--- config.mk ---
export PLATFORM = sky130hd
export DESIGN_NAME = mpuart
export DESIGN_NICKNAME = d
export VERILOG_FILES = /design/src/rtl/mpuart_pkg.sv /design/src/rtl/mpuart_tx.sv /design/src/rtl/mpuart_rx.sv /design/src/rtl/mpuart_filter.sv /design/src/rtl/mpuart.sv
export SDC_FILE = /design/constraint.sdc
export NUM_CORES = 1
export LEC_CHECK = 0
export BUFFER_PORTS_ARGS = -buffer_cell sky130_fd_sc_hd__buf_2
export CORE_ASPECT_RATIO = 2
export CORE_MARGIN = 5
export CORE_UTILIZATION = 30
export DETAILED_ROUTE_END_ITERATION = 16
export GPL_TIMING_DRIVEN = 0
export PLACE_DENSITY = 0.44
export SLEW_MARGIN = 5
export SYNTH_ARGS = -nofsm -noshare
export SYNTH_HDL_FRONTEND = slang
export SYNTH_SLANG_ARGS = --single-unit
--- constraint.sdc ---
create_clock -name clk -period 1.95 [get_ports clk]
set_input_delay 0 -clock clk [delete_from_list [all_inputs] [get_ports clk]]
set_output_delay 0 -clock clk [all_outputs]
set_load 0.01 [all_outputs]
--- src/rtl/mpuart_pkg.sv ---
package mpuart_pkg;

   // control register fields, bit 4 down to bit 0
   typedef struct packed {
      logic filt_en;
      logic data_irq_off;
      logic de_low;
      logic tx_ninth;
      logic mp_en;
   } ctrl_t;

   localparam int CTRL_W = 5;
   localparam int STAT_W = 5;

   typedef enum logic [1:0] {
      SEL_DATA = 2'd0,
      SEL_CTRL = 2'd1,
      SEL_CMP  = 2'd2,
      SEL_STAT = 2'd3
   } reg_sel_e;

   typedef enum logic [2:0] {
      RX_IDLE,
      RX_START,
      RX_BITS,
      RX_STOP,
      RX_WAIT_HI
   } rx_state_e;

endpackage

--- src/rtl/mpuart_tx.sv ---
module mpuart_tx #(
   parameter int DATA_W = 8,
   parameter int OVS    = 16
) (
   input  logic              clk,
   input  logic              rst_n,
   input  logic              tick,
   input  logic              wr,
   input  logic [DATA_W-1:0] wr_data,
   input  logic              wr_ninth,
   input  logic              wr_mp,
   output logic              full_o,
   output logic              busy_o,
   output logic              tx_o
);
   localparam int FW  = DATA_W + 3;
   localparam int CW  = (OVS > 1) ? $clog2(OVS) : 1;
   localparam int BCW = $clog2(FW + 1);

   logic              hold_v;
   logic [DATA_W-1:0] hold_d;
   logic              hold_n;
   logic              hold_mp;
   logic              busy;
   logic [FW-1:0]     sh;
   logic [CW-1:0]     cnt;
   logic [BCW-1:0]    left;

   always_ff @(posedge clk or negedge rst_n) begin
      if (!rst_n) begin
         hold_v  <= 1'b0;
         hold_d  <= '0;
         hold_n  <= 1'b0;
         hold_mp <= 1'b0;
         busy    <= 1'b0;
         sh      <= '1;
         cnt     <= '0;
         left    <= '0;
      end else begin
         if (wr && !hold_v) begin
            hold_v  <= 1'b1;
            hold_d  <= wr_data;
            hold_n  <= wr_ninth;
            hold_mp <= wr_mp;
         end
         if (!busy && hold_v) begin
            busy   <= 1'b1;
            hold_v <= 1'b0;
            sh     <= {1'b1, (hold_mp ? hold_n : 1'b1), hold_d, 1'b0};
            left   <= hold_mp ? BCW'(FW) : BCW'(FW - 1);
            cnt    <= '0;
         end else if (busy && tick) begin
            if (cnt == CW'(OVS - 1)) begin
               cnt  <= '0;
               sh   <= {1'b1, sh[FW-1:1]};
               left <= left - BCW'(1);
               if (left == BCW'(1))
                  busy <= 1'b0;
            end else begin
               cnt <= cnt + CW'(1);
            end
         end
      end
   end

   assign full_o = hold_v;
   assign busy_o = busy;
   assign tx_o   = busy ? sh[0] : 1'b1;

   AST_TX_STOP_HIGH: assert property (@(posedge clk) disable iff (!rst_n)
      (busy && left == BCW'(1)) |-> tx_o) else $error("stop bit not high");

endmodule

--- src/rtl/mpuart_rx.sv ---
module mpuart_rx
   import mpuart_pkg::*;
#(
   parameter int DATA_W = 8,
   parameter int OVS    = 16,
   parameter int SYNC   = 2
) (
   input  logic              clk,
   input  logic              rst_n,
   input  logic              tick,
   input  logic              rx_i,
   input  logic              mp_en,
   output logic              done_o,
   output logic [DATA_W-1:0] data_o,
   output logic              ninth_o,
   output logic              stop_ok_o
);
   localparam int CW   = (OVS > 1) ? $clog2(OVS) : 1;
   localparam int HALF = OVS / 2;
   localparam int IW   = $clog2(DATA_W + 2);

   logic rxs;

   generate
      if (SYNC == 1) begin : g_sync1
         logic q;
         always_ff @(posedge clk or negedge rst_n)
            if (!rst_n) q <= 1'b1;
            else        q <= rx_i;
         assign rxs = q;
      end else begin : g_syncn
         logic [SYNC-1:0] q;
         always_ff @(posedge clk or negedge rst_n)
            if (!rst_n) q <= '1;
            else        q <= {q[SYNC-2:0], rx_i};
         assign rxs = q[SYNC-1];
      end
   endgenerate

   rx_state_e       st;
   logic [CW-1:0]   cnt;
   logic [IW-1:0]   idx;
   logic [DATA_W:0] sh;
   logic            mp_q;

   always_ff @(posedge clk or negedge rst_n) begin
      if (!rst_n) begin
         st        <= RX_IDLE;
         cnt       <= '0;
         idx       <= '0;
         sh        <= '0;
         mp_q      <= 1'b0;
         done_o    <= 1'b0;
         data_o    <= '0;
         ninth_o   <= 1'b0;
         stop_ok_o <= 1'b0;
      end else begin
         done_o <= 1'b0;
         unique case (st)
            RX_IDLE: begin
               if (tick && !rxs) begin
                  st   <= RX_START;
                  cnt  <= '0;
                  mp_q <= mp_en;
               end
            end
            RX_START: begin
               if (tick) begin
                  if (cnt == CW'(HALF - 1)) begin
                     cnt <= '0;
                     idx <= '0;
                     st  <= rxs ? RX_IDLE : RX_BITS;
                  end else begin
                     cnt <= cnt + CW'(1);
                  end
               end
            end
            RX_BITS: begin
               if (tick) begin
                  if (cnt == CW'(OVS - 1)) begin
                     cnt <= '0;
                     sh  <= {rxs, sh[DATA_W:1]};
                     idx <= idx + IW'(1);
                     if (idx == (mp_q ? IW'(DATA_W) : IW'(DATA_W - 1)))
                        st <= RX_STOP;
                  end else begin
                     cnt <= cnt + CW'(1);
                  end
               end
            end
            RX_STOP: begin
               if (tick) begin
                  if (cnt == CW'(OVS - 1)) begin
                     cnt       <= '0;
                     done_o    <= 1'b1;
                     stop_ok_o <= rxs;
                     data_o    <= mp_q ? sh[DATA_W-1:0] : sh[DATA_W:1];
                     ninth_o   <= mp_q & sh[DATA_W];
                     st        <= rxs ? RX_IDLE : RX_WAIT_HI;
                  end else begin
                     cnt <= cnt + CW'(1);
                  end
               end
            end
            RX_WAIT_HI: begin
               if (rxs) st <= RX_IDLE;
            end
            default: st <= RX_IDLE;
         endcase
      end
   end

   AST_RX_DONE_PULSE: assert property (@(posedge clk) disable iff (!rst_n)
      done_o |=> !done_o) else $error("frame done longer than one cycle");

endmodule

--- src/rtl/mpuart_filter.sv ---
module mpuart_filter #(
   parameter int DATA_W = 8
) (
   input  logic              clk,
   input  logic              rst_n,
   input  logic              done,
   input  logic [DATA_W-1:0] data,
   input  logic              ninth,
   input  logic              stop_ok,
   input  logic              filt_act,
   input  logic [DATA_W-1:0] cmp,
   input  logic              rd_clear,
   input  logic              ferr_clear,
   input  logic              ovr_clear,
   output logic              rx_valid,
   output logic [DATA_W-1:0] rx_data,
   output logic              rx_ninth,
   output logic              ferr,
   output logic              ovr
);
   logic match_q;
   logic keep;

   assign keep = stop_ok && !(filt_act && (ninth || !match_q));

   always_ff @(posedge clk or negedge rst_n) begin
      if (!rst_n) begin
         match_q  <= 1'b0;
         rx_valid <= 1'b0;
         rx_data  <= '0;
         rx_ninth <= 1'b0;
         ferr     <= 1'b0;
         ovr      <= 1'b0;
      end else begin
         if (rd_clear)   rx_valid <= 1'b0;
         if (ferr_clear) ferr     <= 1'b0;
         if (ovr_clear)  ovr      <= 1'b0;
         if (done) begin
            if (!stop_ok) begin
               ferr <= 1'b1;
            end else begin
               if (ninth)
                  match_q <= (data == cmp);
               if (keep) begin
                  if (rx_valid && !rd_clear)
                     ovr <= 1'b1;
                  rx_valid <= 1'b1;
                  rx_data  <= data;
                  rx_ninth <= ninth;
               end
            end
         end
      end
   end

   AST_ADDR_NOT_STORED: assert property (@(posedge clk) disable iff (!rst_n)
      (done && stop_ok && ninth && filt_act && !rd_clear) |=> (rx_valid == $past(rx_valid)))
      else $error("address frame stored under filter");

   AST_FERR_SET: assert property (@(posedge clk) disable iff (!rst_n)
      (done && !stop_ok) |=> ferr) else $error("framing error not flagged");

   AST_OVR_SET: assert property (@(posedge clk) disable iff (!rst_n)
      (done && keep && rx_valid && !rd_clear) |=> ovr) else $error("overrun not flagged");

endmodule

--- src/rtl/mpuart.sv ---
module mpuart
   import mpuart_pkg::*;
#(
   parameter int DATA_W = 8,
   parameter int OVS    = 16,
   parameter int SYNC   = 2
) (
   input  logic              clk,
   input  logic              rst_n,
   input  logic              baud_tick,
   input  logic [1:0]        reg_sel,
   input  logic              reg_wr,
   input  logic              reg_rd,
   input  logic [DATA_W-1:0] reg_wdata,
   output logic [DATA_W-1:0] reg_rdata,
   output logic              uart_tx,
   input  logic              uart_rx,
   output logic              drv_en,
   output logic              irq
);

   generate
      if (OVS < 4 || (OVS % 2) != 0) begin : g_bad_ovs
         $error("OVS must be even and at least 4");
      end
      if (DATA_W < STAT_W) begin : g_bad_width
         $error("DATA_W too narrow for control and status fields");
      end
      if (SYNC < 1) begin : g_bad_sync
         $error("SYNC must be at least 1");
      end
   endgenerate

   ctrl_t             ctrl_q;
   logic [DATA_W-1:0] cmp_q;
   reg_sel_e          sel;

   assign sel = reg_sel_e'(reg_sel);

   always_ff @(posedge clk or negedge rst_n) begin
      if (!rst_n) begin
         ctrl_q <= '0;
         cmp_q  <= '0;
      end else if (reg_wr) begin
         if (sel == SEL_CTRL) ctrl_q <= ctrl_t'(reg_wdata[CTRL_W-1:0]);
         if (sel == SEL_CMP)  cmp_q  <= reg_wdata;
      end
   end

   logic tx_full, tx_busy;

   mpuart_tx #(.DATA_W(DATA_W), .OVS(OVS)) u_tx (
      .clk      (clk),
      .rst_n    (rst_n),
      .tick     (baud_tick),
      .wr       (reg_wr && sel == SEL_DATA),
      .wr_data  (reg_wdata),
      .wr_ninth (ctrl_q.tx_ninth),
      .wr_mp    (ctrl_q.mp_en),
      .full_o   (tx_full),
      .busy_o   (tx_busy),
      .tx_o     (uart_tx)
   );

   logic              fr_done, fr_ninth, fr_stop_ok;
   logic [DATA_W-1:0] fr_data;

   mpuart_rx #(.DATA_W(DATA_W), .OVS(OVS), .SYNC(SYNC)) u_rx (
      .clk       (clk),
      .rst_n     (rst_n),
      .tick      (baud_tick),
      .rx_i      (uart_rx),
      .mp_en     (ctrl_q.mp_en),
      .done_o    (fr_done),
      .data_o    (fr_data),
      .ninth_o   (fr_ninth),
      .stop_ok_o (fr_stop_ok)
   );

   logic              rx_valid, rx_ninth, ferr, ovr;
   logic [DATA_W-1:0] rx_data;

   mpuart_filter #(.DATA_W(DATA_W)) u_filt (
      .clk        (clk),
      .rst_n      (rst_n),
      .done       (fr_done),
      .data       (fr_data),
      .ninth      (fr_ninth),
      .stop_ok    (fr_stop_ok),
      .filt_act   (ctrl_q.filt_en && ctrl_q.mp_en),
      .cmp        (cmp_q),
      .rd_clear   (reg_rd && sel == SEL_DATA),
      .ferr_clear (reg_wr && sel == SEL_STAT && reg_wdata[1]),
      .ovr_clear  (reg_wr && sel == SEL_STAT && reg_wdata[2]),
      .rx_valid   (rx_valid),
      .rx_data    (rx_data),
      .rx_ninth   (rx_ninth),
      .ferr       (ferr),
      .ovr        (ovr)
   );

   always_comb begin
      reg_rdata = '0;
      unique case (sel)
         SEL_DATA: reg_rdata = rx_data;
         SEL_CTRL: reg_rdata[CTRL_W-1:0] = ctrl_q;
         SEL_CMP:  reg_rdata = cmp_q;
         SEL_STAT: reg_rdata[STAT_W-1:0] = {rx_ninth, tx_full, ovr, ferr, rx_valid};
         default:  reg_rdata = '0;
      endcase
   end

   assign drv_en = (tx_busy || tx_full) ^ ctrl_q.de_low;
   assign irq    = ferr || ovr || (rx_valid && !ctrl_q.data_irq_off);

   AST_DE_DURING_TX: assert property (@(posedge clk) disable iff (!rst_n)
      !uart_tx |-> (drv_en != ctrl_q.de_low)) else $error("line driven low without driver enable");

endmodule

==> results of run 1 <==
## cell usage after synthesis (5+ instances only)
cell type / instances
sky130_fd_sc_hd__a21oi_1: 14
sky130_fd_sc_hd__xnor2_1: 14
sky130_fd_sc_hd__inv_1: 11
sky130_fd_sc_hd__ha_1: 5
sky130_fd_sc_hd__nand3_1: 8
sky130_fd_sc_hd__mux4_2: 5
sky130_fd_sc_hd__mux2i_1: 11
sky130_fd_sc_hd__nor2_1: 29
sky130_fd_sc_hd__a31oi_1: 11
sky130_fd_sc_hd__nor3_1: 5
sky130_fd_sc_hd__mux2_2: 39
sky130_fd_sc_hd__o21ai_0: 13
sky130_fd_sc_hd__dfrtp_1: 78
sky130_fd_sc_hd__dfstp_2: 12
sky130_fd_sc_hd__buf_2: 10
sky130_fd_sc_hd__nand2_1: 40
## layout make-up
type                       instances  area [sq um]
clock inverter                     5          62.6
fill                            1406          8850
tap                              189           236
sequential                        90          2270
buffer                            16          98.8
timing repair buffer              37           265
multi-input combinational        246          1820
inverter                          11          41.3
clock buffer                      11           253
## report_power, final
part,internal [W],switching [W]
combinational,0.000770,0.000669
clock,0.00107,0.000734
sequential,0.00247,0.000444
## worst max path at each step
stage,depth (start not counted),start,slack [ns],endpoint
finish,5,u_rx.cnt[0],0.26,u_rx.sh[5]
global route,5,u_rx.cnt[0],0.17,u_rx.sh[5]
CTS,5,u_rx.cnt[0],0.25,u_rx.sh[5]
detailed placement,5,u_rx.cnt[0],0.26,u_rx.sh[6]
global placement,1,rst_n,-0.08,u_tx.left[3]
floorplan,5,u_rx.cnt[0],0.42,u_rx.sh[5]
## registers in the layout, indices dropped and copies added (netlist names), 2 cells and up
signal          flops
u_tx.sh            10
u_tx.cnt            4
u_rx.g_syncn.q      2
u_rx.idx            4
u_rx.cnt            4
u_tx.left           4
u_filt.rx_data      8
cmp_q               8
ctrl_q              5
u_rx.sh             9
u_tx.hold_d         8
u_rx.data_o         8
u_rx.st             3
## logic make-up (layout without fill, tap and decap cells)
kind of cell    count (synthesis)  count (layout)  synth area share [%]
flops                          90              90                  53.7
simple gates                  110             110                  13.2
compound gates                 58              58                  8.47
xor+xnor                       14              14                  2.90
mux                            59              59                  17.0
fa+ha+maj                       5               5                  1.48
buf+inv                        27              80                  3.32
## per-stage QoR
stage | area, sq um | total power [W] | hold WS [ns]
after detailed placement | 4620 | 0.00441 | -0.0342
after floorplan | 4230 | 0.00395 | -0.296
after global routing | 5040 | 0.00658 | 0.0685
after global placement | 4590 | 0.00436 | 0.107
after CTS | 5040 | 0.00627 | 0.0410
final | 5040 | 0.00616 | 0.0414
## critical path, cell delays in order (launching register included)
cell                      delay, ns
sky130_fd_sc_hd__dfrtp_1       0.41
sky130_fd_sc_hd__ha_1          0.28
sky130_fd_sc_hd__and3_2        0.27
sky130_fd_sc_hd__nand3_4       0.13
sky130_fd_sc_hd__buf_6         0.17
sky130_fd_sc_hd__mux2_4        0.30
## routing by layer
metal / up-vias / global-route usage [%] / wire, um
met5: - / 0 / 0
met2: 32 / 25.4 / 5880
met3: 11 / 1.91 / 186
met4: 0 / 5.06 / 161
li1: 1387 / - / -
met1: 1414 / 12.9 / 3600
## repair_timing
action                                 in CTS  in global routing
setup endpoints to repair                   0                  0
endpoints found under the hold margin      50                  0
hold buffers                               11                  0
==> summary.md, run 1 <==
* Remaining DRCs: 0
* dominant synthesized flop cell: sky130_fd_sc_hd__dfrtp_1
* total number of nets in the final design: 432
* classification of the worst-slack hold path: primary input to flip-flop
* clock root buffer: sky130_fd_sc_hd__clkbuf_16
* hold-critical path endpoint: u_filt.ovr
* # Max-Cap Violations: 0
* maximum clock frequency: 593 MHz
* number of I/O port buffers: 25
* Yosys top cell area share: 46.2%
* clock transition at the register clock pins on the worst setup and hold paths after CTS: 0.07 ns
* vias post-DR: 2844
* instance count along the most critical hold path: 4
* number of flops mapped to enable cells by yosys: 0
* dpl cells: 578
* Final Max Tran Viols: 0
* routability cong.: 0.722
* GRT Residual Overflow: 0
* biggest area consumer among synthesized cells: sky130_fd_sc_hd__dfrtp_1
* Area Overhead vs Synth: 19.3%
* launching point of the worst reg2reg path: u_rx.cnt[0]
* Horiz. Die Dim: 93.9 um
* final worst-path cycle share: 86.5%
* non-filler instance count after layout: 605
* synth unique cells: 48
* most common cell after layout, fill and taps aside: sky130_fd_sc_hd__dfrtp_1
* detailed-router iteration count before antenna repair: 4
* netlist area before placement: 0.00423 sq mm
* Avg Synthesized Cell Area: 11.6 sq um
* count of state elements after synthesis: 90
* Overall Global Routing Usage: 12.8%
* total negative setup slack: 0 ns
* maximum buffer depth of the clock tree: 2
* maximum number of pins on one net before global-route repair: 64
* setup bufs post-CTS: 0
* area of the die: 0.0167 sq mm
* antenna diode count: 0
* number of clock sinks: 90
* number of gates resized after CTS: 0
* sequential fraction of the synthesis area: 53.7%
* Die Span Y: 178 um
* reg2reg path depth: 5
* Placeable Area: 0.0139 sq mm
* power density over the cells: 1220 mW/mm^2
* slew at the pin with the worst max-slew slack: 0.631 ns
* final hold violations: 0
* top post-synthesis cells by area: sky130_fd_sc_hd__dfrtp_1 (46%), sky130_fd_sc_hd__mux2_2 (10%), sky130_fd_sc_hd__dfstp_2 (7.5%)
* setup slack after layout: 0.264 ns
* Hold Path Origin: reg_wr
* layout cell share with drive strength beyond 1: 29.8%
* via count of the first global-routing pass: 3053
* type of destination of the critical path: flip-flop
* Initial DRC Count: 45
* minimum clock period: 1.69 ns
* maximum vdd drop: 0.000424 V
* fraction of the core area covered by cells at the end of the flow: 36.3%
* wire length per cell after detailed routing: 16.2 um
* run status: finished clean
* initial core utilization: 30.4%
* wire length reported by the detailed router: 9830 um
* ANT nets after route: 0
* clock latency on the worst-skew pair: 0.34 ns
* half-perimeter wire length after detailed placement: 7430 um
* number of clock buffers inserted by TritonCTS: 9
* pre-CTS setup slack: 0.264 ns
* count of final setup violators: 0
* gate count of the mapped netlist: 363
* antenna violations before repair: 0
* required time of the critical path: 2.17 ns
* Synthesized Nets: 384
* leakage power of the design: 2.21 nW
* TritonCTS clock tree: built
* I/O pins: 27
* ratio of routed vias to standard cells: 4.70
* highest-count cells in the layout ignoring fill and taps: sky130_fd_sc_hd__dfrtp_1 (78), sky130_fd_sc_hd__nand2_1 (40), sky130_fd_sc_hd__mux2_2 (39)
* first-pass GRT wire length: 16200 um
* reg2reg end: u_rx.sh[5]
* Worst slew margin: 58.0%
* Startpoint Class: flip-flop
* Data arrival, critical path: 1.91 ns
* unrepaired setup endpoints after global routing: no
* setup slack, reg-to-reg: 0.26 ns
* Yosys warnings: 0
* kind of critical path: flip-flop to flip-flop
* deepest level of the CTS H-tree: 3
* Post-synth ARST share: 100%
* largest driver fanout on the critical path: 10
* number of placement rows: 61
* Fin Clk Skew: 0.00835 ns
(Power assumes the default switching activity.)
==> run 2: changes to the inputs <==
- CORE_UTILIZATION: 30 -> 37
- HOLD_SLACK_MARGIN: unset -> 0.05
- PLACE_DENSITY: 0.44 -> 0.52
- REMOVE_ABC_BUFFERS: unset -> 1
==> run 2 against run 1 <==
Net effect:
- sequential share of layout area is 0.98 points higher
- final area is 2.1% lower
- largest cell class unchanged
- clock skew hardly changed
- non-clock buffer count is 13 lower
- die area is 17% lower
==> summary.md, run 2 (synthesized netlist as in run 1, its figures left out) <==
* via count of the first global-routing pass: 2938
* fraction of met3 tracks used by global routing: 2.60%
* type of destination of the critical path: flip-flop
* total negative setup slack: 0 ns
* count of final setup violators: 0
* clock transition at the register clock pins on the worst setup and hold paths after CTS: 0.07 ns
* routing usage on met2: 24.4%
* number of I/O port buffers: 26
* I/O pins: 27
* Worst Hold Slack: 0.110 ns
* routability cong.: 0.749
* Filler Cells Inserted: 1088
* leakage power of the design: 2.18 nW
* slowest stage cell on the critical path: sky130_fd_sc_hd__dfrtp_1
* Area Overhead vs Synth: 16.8%
* wire length per cell after detailed routing: 16.5 um
* power density over the cells: 1240 mW/mm^2
* antenna violations before repair: 0
* Remaining DRCs: 0
* number of clock sinks: 90
* Horiz. Die Dim: 85.6 um
* Worst slew margin: 45.6%
* area of placed instances: 0.00446 sq mm
* clock latency on the worst-skew pair: 0.34 ns
* TritonCTS clock tree: built
* total number of nets in the final design: 420
* clock root buffer: sky130_fd_sc_hd__clkbuf_16
* maximum clock frequency: 567 MHz
* Non-Filler Cell Area, Final: 0.00494 sq mm
* final worst-path cycle share: 90.5%
* wire length reported by the detailed router: 9010 um
* first-pass GRT wire length: 15100 um
* Sequential cell area: 0.00227 sq mm
* kind of critical path: flip-flop to flip-flop
* maximum buffer depth of the clock tree: 2
* most common cell after layout, fill and taps aside: sky130_fd_sc_hd__dfrtp_1
* Startpoint Class: flip-flop
* Data arrival, critical path: 1.98 ns
* largest registers: u_tx.sh x10, u_rx.sh x9
* unrepaired setup endpoints after global routing: no
* ratio of routed vias to standard cells: 5.15
* Die Span Y: 161 um
* maximum number of pins on one net before global-route repair: 47
* final hold violations: 0
* number of placement rows: 55
* Cell Chain, Critical Path: nand3_2 -> or2_1 -> nor4b_1 -> nor2_1
* pre-CTS setup slack: -0.301 ns
* busiest layer in global routing: met2
* number of clock buffers inserted by TritonCTS: 9
* classification of the worst-slack hold path: primary input to flip-flop
* half-perimeter wire length after detailed placement: 6300 um
* detailed-router iteration count before antenna repair: 4
* required time of the critical path: 2.16 ns
* Power, Total: 0.00614 W
* antenna diode count: 0
* largest driver fanout on the critical path: 12
* slew at the pin with the worst max-slew slack: 0.813 ns
* vias post-DR: 2813
* maximum single-stage delay on the critical path: 0.54 ns
* minimum clock period: 1.76 ns
* highest-count cells in the layout ignoring fill and taps: sky130_fd_sc_hd__dfrtp_1 (77), sky130_fd_sc_hd__nand2_1 (40), sky130_fd_sc_hd__mux2_2 (39)
* maximum vdd drop: 0.000513 V
* initial core utilization: 37.4%
* setup slack after layout: 0.186 ns
* deepest level of the CTS H-tree: 3
* run status: finished clean
* Final Max Tran Viols: 0
* register with the most flip-flops: u_tx.sh
* area of the die: 0.0138 sq mm
* Overall Global Routing Usage: 13.8%
* GRT Residual Overflow: 0
* max FFs per register: 10
* Fin Clk Skew: 0.00833 ns
* met1 track utilization from global routing: 15.5%
* area of the multi-input gates: 0.00185 sq mm
* Placeable Area: 0.0113 sq mm
* Initial DRC Count: 104
* layout cell share with drive strength beyond 1: 28.2%
* ANT nets after route: 0
* # Max-Cap Violations: 0
[run 2: metal layers]
metal  vias to the layer above  wire length (um)  part of all wire (%)
met2                        35              5040                    56
met1                      1413              3440                    38
met5                         -                 0                     0
li1                       1351                 -                     -
met4                         0               296                   3.3
met3                        14               236                   2.6
[run 2: path summary, 6_finish.rpt]
path / start / end / slack, ns / depth (start not counted)
hold / removal: baud_tick / u_tx.cnt[3] / 0.11 / 3
min in group asynchronous: rst_n / u_rx.st[2] / 0.23 / 2
setup / recovery: u_tx.busy_o / u_tx.busy_o / 0.19 / 4
max in group asynchronous: rst_n / u_tx.sh[7] / 1.02 / 3
setup reg to reg: u_tx.busy_o / u_tx.busy_o / 0.19 / 4
hold reg to reg: u_rx.g_syncn.q[0] / u_rx.g_syncn.q[1] / 0.36 / 0
[run 2: report_power, final]
group	leakage, nW	total [W]	switching (W)	internal [W]
Clock	0.147	0.00173	0.000727	0.000998
Combinational	0.932	0.00138	0.000620	0.000764
Sequential	1.10	0.00303	0.000548	0.00248
Total	2.18	0.00614	0.00190	0.00424
[run 2: critical path, delay by kind of cell, from the launching register on]
family | cells | cell delay (ns)
DFF | 1 | 0.54
and+or+nand+nor | 4 | 1.09
[run 2: what timing repair did]
item,in CTS,in global routing
cloned,0,1
gates resized for setup,4,2
endpoints found under the setup margin,21,15
hold buffers,12,0
pin swaps,1,1
setup buffers,0,1
hold endpoints to repair,60,0
[run 2: per-stage QoR]
step                      util, %  std cells
after floorplan                 -        347
after detailed placement     39.6        516
after global placement       39.3        515
final                        43.7        546
after CTS                    43.4        544
after global routing         43.7        546
[run 2: cell type report]
cell class | instances | share of cell area [%]
Sequential cell | 90 | 45.9
Multi-Input combinational cell | 247 | 37.6
Timing Repair Buffer | 40 | 6.08
Clock buffer | 10 | 4.64
Tap cell | 142 | 3.60
Clock inverter | 6 | 1.34
Inverter | 11 | 0.836
==> run 3: changes to the inputs <==
- clock period: 1.95 -> 2.3 ns (I/O delays scaled with it)
==> run 3 against run 2 <==
Net effect:
- routed wire length fell by 3.4%
- critical path depth fell by 1
- fmax fell by 9.3%
- combinational power fell by 17%
- worst setup slack improved by 0.17 ns
- register-to-register slack improved by 0.17 ns
==> summary.md, run 3 (synthesized netlist as in run 1, its figures left out) <==
* clock transition at the register clock pins on the worst setup and hold paths after CTS: 0.07 ns
* Initial DRC Count: 100
* type of destination of the critical path: flip-flop
* register with the most flip-flops: u_tx.sh
* launching point of the worst reg2reg path: u_rx.st[2]
* number of I/O port buffers: 26
* # Max-Cap Violations: 0
* Remaining DRCs: 0
* fraction of the core area covered by cells at the end of the flow: 43.4%
* Horiz. Die Dim: 85.6 um
* area of the die: 0.0138 sq mm
* first-pass GRT wire length: 15100 um
* maximum buffer depth of the clock tree: 2
* deepest level of the CTS H-tree: 3
* slowest stage cell on the critical path: sky130_fd_sc_hd__nor3_4
* initial core utilization: 37.4%
* antenna violations before repair: 0
* Critical path buffers and inverters: 0
* total negative setup slack: 0 ns
* via count of the first global-routing pass: 2925
* TritonCTS clock tree: built
* routability cong.: 0.749
* final hold violations: 0
* Sequential cell area: 0.00227 sq mm
* Overall Global Routing Usage: 13.8%
* Hold Path Origin: baud_tick
* Worst slew margin: 44.5%
* first element of the critical path: u_rx.st[2]
* Post-CTS Hold Buffers: 12
* number of placement rows: 55
* max FFs per register: 10
* largest driver fanout on the critical path: 21
* wire length reported by the detailed router: 8710 um
* ratio of routed vias to standard cells: 5.13
* half-perimeter wire length after detailed placement: 6300 um
* Placeable Area: 0.0113 sq mm
* leakage power of the design: 2.17 nW
* slew at the pin with the worst max-slew slack: 0.830 ns
* maximum clock frequency: 514 MHz
* layout cell share with drive strength beyond 1: 27.1%
* wire length per cell after detailed routing: 16.0 um
* Area Overhead vs Synth: 15.8%
* I/O pins: 27
* maximum number of pins on one net before global-route repair: 47
* Cell Chain, Critical Path: nand2b_1 -> nor3_4 -> mux2_2
* kind of critical path: flip-flop to flip-flop
* Data arrival, critical path: 2.17 ns
* required time of the critical path: 2.52 ns
* final worst-path cycle share: 84.6%
* area of the multi-input gates: 0.00183 sq mm
* power density over the cells: 1060 mW/mm^2
* Fin Clk Skew: 0.00711 ns
* number of clock buffers inserted by TritonCTS: 9
* most common cell after layout, fill and taps aside: sky130_fd_sc_hd__dfrtp_1
* Final Max Tran Viols: 0
* Top delay family on crit path: simple AND/OR/NAND/NOR gates
* Filler Cells Inserted: 1088
* Die Span Y: 161 um
* minimum clock period: 1.95 ns
* maximum single-stage delay on the critical path: 0.66 ns
* maximum vdd drop: 0.000435 V
* largest registers: u_tx.sh x10, u_rx.sh x9
* Startpoint Class: flip-flop
* run status: finished clean
* number of clock sinks: 90
* ANT nets after route: 0
* unrepaired setup endpoints after global routing: no
* GRT Residual Overflow: 0
* antenna diode count: 0
* setup bufs post-CTS: 0
* highest-count cells in the layout ignoring fill and taps: sky130_fd_sc_hd__dfrtp_1 (78), sky130_fd_sc_hd__nand2_1 (40), sky130_fd_sc_hd__mux2_2 (39)
* clock latency on the worst-skew pair: 0.33 ns
* total number of nets in the final design: 418
* classification of the worst-slack hold path: primary input to flip-flop
* detailed-router iteration count before antenna repair: 4
* number of gates resized after CTS: 0
* count of final setup violators: 0
* Worst Hold Slack: 0.0905 ns
* clock root buffer: sky130_fd_sc_hd__clkbuf_16
* vias post-DR: 2791
## run 3: worst paths after layout
kind	to	slack, ns	cells after the start
worst max-delay path	u_rx.stop_ok_o	0.35	3
worst min-delay path	u_tx.cnt[3]	0.09	3
worst max register to register	u_rx.stop_ok_o	0.35	3
worst min register to register	u_rx.g_syncn.q[1]	0.36	0
max in group asynchronous	u_tx.sh[7]	1.37	3
min in group asynchronous	u_tx.cnt[0]	0.23	2
## run 3: through the flow
stage                     setup slack [ns]  total power [W]  instance area [sq um]  instances
after CTS                           0.0143          0.00524                   4880        544
after floorplan                      0.430          0.00335                   4130        347
after detailed placement            0.0490          0.00374                   4460        516
after global placement              0.0335          0.00369                   4430        515
final                                0.355          0.00517                   4890        544
after global routing                 0.160          0.00554                   4890        544
## run 3: power by group
part	switching (W)	internal, W
registers	0.000462	0.00210
logic	0.000502	0.000640
clock network	0.000614	0.000846
total	0.00158	0.00359
## run 3: per-layer routing
metal  wire, um  part of all wire [%]  vias up  GRT usage [%]
li1           -                     -     1348              -
met1       3420                    39     1398           15.5
met2       4770                    55       29           24.3
met3        206                   2.4       16           2.60
met4        317                   3.6        0           7.13
met5          0                     0        -              0
## run 3: worst min-delay path: cells and delay by family
kind	cells	cell delay [ns]
AND/OR/NAND/NOR	1	0.14
AO/OA/AOI/OAI	1	0.09
buffers and inverters	1	0.16
## run 3: cell type report
type	count	share of cell area [%]
multi-input combinational	246	37.4
timing repair buffer	39	5.73
inverter	11	0.844
clock buffer	10	4.68
sequential	90	46.3
tap	142	3.63
clock inverter	6	1.35
